### src/rtl/card_cmd_issuer.sv
module card_cmd_issuer #(
  parameter int TIMEOUT_CYC = 64
) (
  input  logic        clk,
  input  logic        rst_n,
  input  logic        cmd_wr,
  input  logic [10:0] cmd_wdata,
  input  logic [31:0] arg_wdata,
  output logic [10:0] cmd_rdata,
  output logic [11:0] status,
  output logic [31:0] resp0,
  output logic [31:0] resp1,
  output logic [31:0] resp2,
  output logic [31:0] resp3,
  output logic        card_req,
  output logic [5:0]  card_index,
  output logic [31:0] card_arg,
  input  logic        card_byte_valid,
  input  logic [7:0]  card_byte,
  input  logic        card_end
);
  localparam int TW = $clog2(TIMEOUT_CYC + 1);
  localparam int MAXB = 17;

  logic [10:0]  cmd_q;
  logic [31:0]  arg_q;
  logic         busy, to_f, rsp_f, sent_f;
  logic [127:0] resp_q, shadow_q, shadow_n;
  logic [4:0]   cnt_q, cnt_n;
  logic [TW-1:0] quiet_q;

  wire start    = cmd_wr && !busy && cmd_wdata[10];
  wire activity = card_byte_valid || card_end;
  wire expire   = busy && !activity && (quiet_q == TW'(TIMEOUT_CYC - 1));
  wire finish   = busy && (card_end || expire);

  assign cnt_n = (card_byte_valid && cnt_q != 5'(MAXB)) ? cnt_q + 5'd1 : cnt_q;

  always_comb begin
    shadow_n = shadow_q;
    if (card_byte_valid && cnt_q < 5'd16)
      shadow_n[8*(15 - int'(cnt_q)) +: 8] = card_byte;
  end

  wire ok_short = cmd_q[6] && !cmd_q[7] && cnt_n == 5'd4;
  wire ok_long  = cmd_q[6] && cnt_n == 5'd16;
  wire good_rsp = card_end && (ok_short || ok_long);
  wire no_rsp   = card_end && !cmd_q[6];

  always_ff @(posedge clk) begin
    if (!rst_n) begin
      cmd_q <= '0; arg_q <= '0; busy <= 1'b0; card_req <= 1'b0;
      to_f <= 1'b0; rsp_f <= 1'b0; sent_f <= 1'b0;
      resp_q <= '0; shadow_q <= '0; cnt_q <= '0; quiet_q <= '0;
    end else begin
      card_req <= start;
      if (cmd_wr && !busy) begin
        cmd_q <= cmd_wdata;
        arg_q <= arg_wdata;
      end
      if (start) begin
        busy <= 1'b1;
        to_f <= 1'b0; rsp_f <= 1'b0; sent_f <= 1'b0;
        cnt_q <= '0;
        quiet_q <= '0;
      end else if (busy) begin
        cnt_q    <= cnt_n;
        shadow_q <= shadow_n;
        quiet_q  <= activity ? '0 : quiet_q + TW'(1);
        if (finish) begin
          busy      <= 1'b0;
          cmd_q[10] <= 1'b0;
          if (no_rsp) sent_f <= 1'b1;
          else if (good_rsp) begin
            rsp_f <= 1'b1;
            if (ok_long) resp_q <= {shadow_n[127:1], 1'b0};
            else         resp_q <= {shadow_n[127:96], 96'b0};
          end else to_f <= 1'b1;
        end
      end
    end
  end

  assign cmd_rdata  = cmd_q;
  assign status     = {busy, 3'b000, sent_f, rsp_f, 3'b000, to_f, 2'b00};
  assign resp0      = resp_q[127:96];
  assign resp1      = resp_q[95:64];
  assign resp2      = resp_q[63:32];
  assign resp3      = resp_q[31:0];
  assign card_index = cmd_q[5:0];
  assign card_arg   = arg_q;
endmodule

### config.mk
export PLATFORM = sky130hd
export DESIGN_NAME = card_cmd_issuer
export DESIGN_NICKNAME = d
export VERILOG_FILES = /design/src/rtl/card_cmd_issuer.sv
export SDC_FILE = /design/constraint.sdc
export NUM_CORES = 1
export LEC_CHECK = 0
export BUFFER_PORTS_ARGS = -buffer_cell sky130_fd_sc_hd__buf_2
export CAP_MARGIN = 20
export CORE_AREA = 4 4 146 176
export DETAILED_ROUTE_END_ITERATION = 7
export DIE_AREA = 0 0 150 180
export GPL_ROUTABILITY_DRIVEN = 1
export HOLD_SLACK_MARGIN = 0.06
export PLACE_DENSITY = 0.79
export SETUP_SLACK_MARGIN = 0.3
export SYNTH_ARGS = -nofsm -noshare
export SYNTH_HDL_FRONTEND = slang
export SYNTH_SLANG_ARGS = --single-unit
### constraint.sdc
create_clock -name clk -period 3.7 [get_ports clk]
set_input_delay 0.185 -clock clk [delete_from_list [all_inputs] [get_ports clk]]
set_output_delay 0.185 -clock clk [all_outputs]
set_load 0.01 [all_outputs]
After elaboration in Yosys (flattened, before gate mapping)
Index checks and enable logic that the tools add are counted.
Storage, ports and cells
  register bits: 316
  bits of input ports: 56
  output and inout port bits: 190
  word-level logic and storage cells: 66
Operators by class
  $add $sub $neg: 4
  order comparisons: 1
  equal/unequal tests: 4
  shift-type cells: 2
  muxes and demuxes: 12
  bitwise gates (word level): 4
  reduce and logical (&&, ||, !) cells: 26
Operators with widths (count)
  $bwmux W128: 1
  $mux W128: 1
  $shift A8 B33 Y128 const A: 1
  $shiftx A8 B33 Y128: 1
  $mux W96: 1
  $neg A9 Y33: 1
  $logic_and A1 B1 Y1: 12
  $mux W11: 1
  $reduce_and A4 Y1: 2
  $add A7 B1 Y7 const B: 1
  $eq A7 B6 Y1 const B: 1
  $mux W7: 1
  $mux W1: 6
  $reduce_and A3 Y1: 2
  $sub A4 B5 Y6 const A: 1
  $add A5 B1 Y5 const B: 1
  $eq A5 B3 Y1 const B: 1
  $eq A5 B5 Y1 const B: 1
  $lt A5 B5 Y1 const B: 1
  $mux W5: 1
  $ne A5 B5 Y1 const B: 1
  $reduce_and A5 Y1: 1
  $logic_not A1 Y1: 4
  $not A1 Y1: 4
  other kinds (3): 5

Depth between registers and ports, before layout
Gate-level depths: netlist of run 1.
  depth in word-level cells: 9
  depth in mapped cells: 12
  mapped depth without buffers: 9

Least setup slack after synthesis of run 1
Ideal clock, no wire load.
  kind: register to register
  start: register cnt_q[1]
  end: register resp_q[56]
  library setup time: 127 ps
  arrival: 2887 ps
  required time: 3573 ps
  slack: 686 ps
  cell stages (with the launch flop): 11
  path buffers: 1
  clock period less this slack: 3014 ps
  cell sequence: dfxtp_1 ha_1 nand3_1 nand2b_1 ha_1 nor4b_4 nand4_2 buf_6 a2111oi_4 mux2i_1 o2bb2ai_1
On the way
  word-level cells in the longest chain between the ends: 8
  elaborated cells between the ends (all ways): 20
  classes of those cells: add/sub: 3; order compare: 1; eq/ne: 3; shift: 2; mux: 4; reduce/logical: 7
Ends and longest elaborated chain
  start: declaration: line 29  | logic [4:0] cnt_q, cnt_n;
  start signal: assignment: line 67  | cnt_q <= cnt_n;
  parallel branches: the longest is 8 deep, another holds $neg A9 Y33
  end signal: assignment: line 76  | if (ok_long) resp_q <= {shadow_n[127:1], 1'b0};
  end signal: assignment: line 77  | else resp_q <= {shadow_n[127:96], 96'b0};
  end: declaration: line 28  | logic [127:0] resp_q, shadow_q, shadow_n;
Parallel ways; which one is timed is not known.
A chain may end at the register's enable or synchronous reset.

Worst setup path after layout of run 1
  start: register cnt_q[0]
  end: register resp_q[27]
The elaborated chain is that of the path after synthesis.

==> results of run 1 <==
## worst max-delay path, cell delays in order, from the launching register on
cell,delay (ns)
sky130_fd_sc_hd__dfxtp_1,0.40
sky130_fd_sc_hd__ha_2,0.26
sky130_fd_sc_hd__nand3_1,0.11
sky130_fd_sc_hd__nand2b_1,0.16
sky130_fd_sc_hd__ha_1,0.33
sky130_fd_sc_hd__nor4b_4,0.38
sky130_fd_sc_hd__nand4_4,0.23
sky130_fd_sc_hd__buf_4,0.26
sky130_fd_sc_hd__a2111oi_4,0.40
sky130_fd_sc_hd__buf_4,0.25
sky130_fd_sc_hd__mux2i_1,0.28
sky130_fd_sc_hd__o2bb2ai_1,0.08
## repair_timing
| item | CTS | global route |
|---|---|---|
| gates cloned | 0 | 1 |
| hold buffers | 52 | 0 |
| setup endpoints to repair | 101 | 185 |
| buffers inserted | 0 | 1 |
| resized for setup | 5 | 18 |
| hold endpoints to repair | 55 | 0 |
## sequential cells by signal, indices dropped and copies added (netlist names), 5 cells and up
name / cells
resp_q: 127
card_arg: 32
cmd_rdata: 11
cnt_q: 5
quiet_q: 7
shadow_q: 127
## worst paths after layout
check | start | to | slack (ns) | cells past startpoint
hold reg to reg | card_arg[17] | card_arg[17] | 0.45 | 2
setup / recovery | cnt_q[0] | resp_q[27] | 0.44 | 11
setup reg to reg | cnt_q[0] | resp_q[27] | 0.44 | 11
hold / removal | card_byte_valid | busy | 0.14 | 3
## where the power goes
part | total, mW | internal [mW] | switching [mW]
Sequential | 3.44 | 3.42 | 0.0226
Clock | 2.96 | 1.67 | 1.28
Combinational | 0.528 | 0.180 | 0.349
Total | 6.92 | 5.27 | 1.66
## layout by cell type (no fill, tap or decap), types with 27 or more instances in the layout
| cell type | count |
|---|---|
| sky130_fd_sc_hd__nor2_1 | 27 |
| sky130_fd_sc_hd__nand3_1 | 37 |
| sky130_fd_sc_hd__mux2i_1 | 218 |
| sky130_fd_sc_hd__clkbuf_16 | 30 |
| sky130_fd_sc_hd__o2bb2ai_1 | 95 |
| sky130_fd_sc_hd__a21oi_1 | 93 |
| sky130_fd_sc_hd__nand2_1 | 258 |
| sky130_fd_sc_hd__dfxtp_1 | 312 |
| sky130_fd_sc_hd__buf_4 | 40 |
| sky130_fd_sc_hd__dlygate4sd3_1 | 52 |
| sky130_fd_sc_hd__buf_2 | 236 |
| sky130_fd_sc_hd__a211oi_1 | 34 |
## logic make-up (layout without fill, tap and decap cells)
family                   count (synthesis)  in the layout  synth area share
multiplexers                           220            220             0.167
other                                    1              9          0.000283
flip-flops                             314            314             0.475
buffers and inverters                  142            391            0.0501
XOR/XNOR                                 7              7           0.00463
adder cells (fa/ha/maj)                  8              8           0.00757
AO/OA/AOI/OAI                          277            277             0.159
AND/OR/NAND/NOR                        402            402             0.137
## routing by layer
layer  vias up  routed length [µm]  part of all wire  GRT usage
met2       435               17400              0.47      0.438
met5         -                   0                 0          0
met3        74                2850             0.077     0.0446
met4         0                1110             0.030     0.0860
met1      5292               15500              0.42      0.338
li1       5312                   -                 -          -
## layout make-up
class                   instances  area [µm²]  share of cell area
well taps                     320         400              0.0248
inverters                      10        37.5             0.00232
clock inverters                10        93.8             0.00581
clock buffers                  41         852              0.0527
repair buffers                330        2030               0.126
flip-flops and latches        314        6290               0.389
multi-input cells             923        6450               0.399
## metrics by stage
step	total power [mW]	hold slack (ns)	utilization
after CTS	6.95	0.105	0.673
after floorplan	3.82	0.321	-
after global placement	3.97	0.426	0.610
final	6.92	0.142	0.676
after global routing	7.14	0.176	0.676
after detailed placement	3.98	0.431	0.610
==> results.md, run 1 <==
- Result of the run: completed
- Via count of the first global-routing pass: 11000
- Detailed placer's ending HPWL: 24500 µm
- Largest net degree at the start of global routing: 101
- Slew at the pin closest to its max-slew limit: 0.904 ns
- TNS Setup: 0 ns
- Mean instance size in the synthesized netlist: 9.65 µm²
- Post-route setup slack: 0.439 ns
- Number of levels in the clock H-tree: 1
- Ratio of cells with drive above 1 in the final layout: 0.229
- Total of endpoints with negative setup slack in the final report: 0
- Number of synthesized flops with an enable pin: 0
- Total grt overflow: 0
- Max-slew violation total from the final report: 0
- Post-Layout Inst Area: 16200 µm²
- Critical Path RT: 4.13 ns
- Critical path launch point type: flop
- Pre-CTS setup slack: 0.246 ns
- Clock sinks: 314
- Number of fill cells in the layout: 1830
- Ports placed on the boundary: 246
- Count of unresolved DRC violations after routing: 0
- Clock latency of the later-clocked register in the worst-skew pair: 0.57 ns
- Ys async rst share: 0
- Clock tree from TritonCTS: done
- Sum of routed wire length over all layers: 36900 µm
- FF+latch count, synth: 314
- Layout-stage area growth over the synthesis result: 22.1%
- Top cell type by total area after synthesis: sky130_fd_sc_hd__dfxtp_1
- Hold Fails Final Rpt: 0
- Routed length per instance: 18.9 µm
- Weighted congestion reported at the end of routability-driven placement: 0.864
- Starting Density: 0.554
- Overall fraction of global-route tracks in use: 0.260
- Placement row count: 62
- Fraction of the yosys area taken by sequential cells: 0.475
- Path class of the lowest-slack min-delay path: primary input to flop
- Number of antenna violations at the first check in global routing: 1
- Die extent in x: 150 µm
- Remaining antenna violation count: 0
- Root buffer selected by CTS: sky130_fd_sc_hd__clkbuf_16
- Number of detailed-routing iterations run before antenna repair: 5
- Most frequent cells after synthesis: sky130_fd_sc_hd__dfxtp_1, sky130_fd_sc_hd__nand2_1, sky130_fd_sc_hd__mux2i_1
- RSZ-0062 raised after global routing: false
- Buffer depth of the longest clock path: 3
- Core Footprint: 23900 µm²
- Floorplan die height: 180 µm
- Proportion of netlist area held by the largest area contributor: 0.475
- Input/output buffers: 236
- Final setup skew: 0.0209 ns
- Count of synthesis-stage warnings from yosys: 0
- IR Drop Worst-Case VDD: 0.442 mV
- Period Utilization, post-route: 0.881
- Post-Layout Cell Count: 1948
- Clock Pin Slew Worst Setup and Hold Paths: 0.06 ns
- Antenna diode instance count: 0
- Gate count after technology mapping: 1371
- Maximum Capacitance Violations: 0
- Cell Count Post-Placement: 1843
- Fmax: 0.307 GHz
- Crit Path Class: flop to flop
- Min Tclk post-route: 3.26 ns
- Area of the die: 27000 µm²
- Count of different cell masters after synthesis: 60
- Critical-path maximum fanout: 7
- Post-detailed-placement cell area: 14600 µm²
- Area contributors post-synth: sky130_fd_sc_hd__dfxtp_1, sky130_fd_sc_hd__mux2i_1, sky130_fd_sc_hd__nand2_1
- Number of nets in the final layout: 1673
- Wire length of the first global-routing pass: 58400 µm
- Cell area after technology mapping: 13200 µm²
- Vias per cell: 5.70
- Total clock buffers created by CTS: 30
- Cell area power density: 428 nW/µm²
- Synth Flop Type: sky130_fd_sc_hd__dfxtp_1
- Kind of end point of the critical path: flop
- Initial DRC Count: 793
- Number of vias in the routed layout: 11100
- Leak Pwr: 6.63 nW
- Slew Limit Headroom: 0.396
- Worst Path Arrival: 3.69 ns
- Most common cell in the synthesized netlist: sky130_fd_sc_hd__dfxtp_1
Power figures use the tool's default switching activity.
==> inputs of run 2 (changes only) <==
CORE_AREA = 4 4 143 173   (was 4 4 146 176)
CTS_BUF_LIST = sky130_fd_sc_hd__clkbuf_4 sky130_fd_sc_hd__clkbuf_8   (was unset)
DIE_AREA = 0 0 147 177   (was 0 0 150 180)
PLACE_DENSITY = 0.82   (was 0.79)
SLEW_MARGIN = 20   (was unset)
==> results.md, run 2 (synthesis gave the netlist of run 1 again) <==
- Result of the run: completed
- TNS Setup: 0 ns
- Fmax: 0.314 GHz
- Number of antenna violations at the first check in global routing: 0
- Critical path launch point type: flop
- Overall fraction of global-route tracks in use: 0.276
- Weighted congestion reported at the end of routability-driven placement: 0.872
- Pre-CTS setup slack: 0.277 ns
- Number of nets in the final layout: 1695
- Floorplan die height: 177 µm
- Clock tree from TritonCTS: done
- Min Tclk post-route: 3.19 ns
- RSZ-0062 raised after global routing: false
- Root buffer selected by CTS: sky130_fd_sc_hd__clkbuf_8
- Overall power after layout: 6.91 mW
- Detailed placer's ending HPWL: 24300 µm
- Slew at the pin closest to its max-slew limit: 0.754 ns
- Number of detailed-routing iterations run before antenna repair: 5
- Clock Pin Slew Worst Setup and Hold Paths: 0.07 ns
- Initial DRC Count: 771
- Starting Density: 0.576
- Ratio of cells with drive above 1 in the final layout: 0.248
- Total of endpoints with negative setup slack in the final report: 0
- Kind of end point of the critical path: flop
- Commonest cells after routing, fill and taps aside: sky130_fd_sc_hd__dfxtp_1, sky130_fd_sc_hd__nand2_1, sky130_fd_sc_hd__buf_2, sky130_fd_sc_hd__mux2i_1, sky130_fd_sc_hd__o2bb2ai_1
- Maximum Capacitance Violations: 0
- Total clock buffers created by CTS: 47
- Buffer depth of the longest clock path: 3
- Hold Fails Final Rpt: 0
- Routed length per instance: 18.8 µm
- Most frequent standard cell in the layout excluding fill and tap cells: sky130_fd_sc_hd__dfxtp_1
- Number of buffer and inverter stages on the critical path: 2
- Remaining antenna violation count: 0
- Count of unresolved DRC violations after routing: 0
- Period Utilization, post-route: 0.862
- Via count of the first global-routing pass: 11300
- Path class of the lowest-slack min-delay path: primary input to flop
- Library cell contributing the largest single delay on the critical path: sky130_fd_sc_hd__a2111oi_2
- Crit Path Class: flop to flop
- Worst Path Arrival: 3.62 ns
- Cell area power density: 426 nW/µm²
- Leak Pwr: 6.70 nW
- Vias per cell: 5.72
- Worst Hold Slack: 0.0891 ns
- Placement row count: 61
- Max-slew violation total from the final report: 0
- Post-route setup slack: 0.511 ns
- Layout-stage area growth over the synthesis result: 22.5%
- Die extent in x: 147 µm
- Total grt overflow: 0
- Sum of routed wire length over all layers: 37300 µm
- Core Footprint: 23000 µm²
- Critical Path Max Stage Delay: 0.46 ns
- Clock latency of the later-clocked register in the worst-skew pair: 0.57 ns
- Slew Limit Headroom: 0.497
- Final core utilization: 0.706
- Largest net degree at the start of global routing: 96
- IR Drop Worst-Case VDD: 0.298 mV
- Cell class contributing the biggest share of worst-path delay: simple AND/OR/NAND/NOR gates
- Input/output buffers: 236
- Final setup skew: 0.0234 ns
- Ordered cell list for the critical path: ha_2 > nand3_1 > nand2b_1 > ha_1 > nor4b_4 > nand4_2 > buf_4 > a2111oi_2 > buf_4 > mux2i_1 > o2bb2ai_1
- Critical Path RT: 4.13 ns
- Area of the die: 26000 µm²
- Clock sinks: 314
- Ports placed on the boundary: 246
- Number of fill cells in the layout: 1614
- Most common cell type on the critical path: sky130_fd_sc_hd__buf_4
- Number of levels in the clock H-tree: 2
- Wire length of the first global-routing pass: 59100 µm
- Critical-path maximum fanout: 10
- Number of vias in the routed layout: 11300
- Antenna diode instance count: 0
[run 2: routing by layer]
metal / wire length [µm] / track usage / share of wire / vias up
met3: 3130 / 0.0576 / 0.084 / 97
met1: 15500 / 0.352 / 0.42 / 5314
li1: - / - / - / 5362
met4: 1330 / 0.112 / 0.036 / 0
met5: 0 / 0 / 0 / -
met2: 17300 / 0.457 / 0.46 / 550
[run 2: layout make-up]
cell class | count | area (µm²) | share of cell area
Multi-Input combinational cell | 924 | 6420 | 0.396
Sequential cell | 314 | 6290 | 0.388
Timing Repair Buffer | 334 | 2060 | 0.127
Clock buffer | 73 | 948 | 0.0585
Tap cell | 315 | 394 | 0.0243
Clock inverter | 9 | 56.3 | 0.00347
Inverter | 10 | 37.5 | 0.00232
[run 2: worst min-delay path: stages]
cell and delay (ns):
sky130_fd_sc_hd__buf_2 0.13, sky130_fd_sc_hd__mux2i_1 0.18, sky130_fd_sc_hd__a211oi_1 0.10
[run 2: metrics by stage]
step	cell area, µm²	instances
6_report	16200	1979
5_1_grt	16200	1979
4_1_cts	16100	1976
3_5_place_dp	14600	1845
3_3_place_gp	14600	1845
2_1_floorplan	13300	1379
[run 2: worst paths after layout]
kind                              startpoint    endpoint  slack (ns)  depth (start not counted)
worst max-delay path                cnt_q[1]  resp_q[81]        0.51                         11
worst min register to register          to_f        to_f        0.45                          2
worst max register to register      cnt_q[1]  resp_q[81]        0.51                         11
worst min-delay path            card_byte[0]  resp_q[96]        0.09                          3
[run 2: power by group]
| part | switching, mW | leakage, nW | internal, mW |
|---|---|---|---|
| Combinational | 0.350 | 3.63 | 0.178 |
| Clock | 1.31 | 0.531 | 1.63 |
| Sequential | 0.0235 | 2.54 | 3.42 |
| Total | 1.68 | 6.70 | 5.23 |
[run 2: repair_timing]
action	4_1_cts	5_1_grt
gates cloned	0	2
hold endpoints to repair	59	0
pin swaps	0	2
hold buffers	49	0
resized for setup	6	12
endpoints found under the setup margin	22	164
buffers inserted	0	1
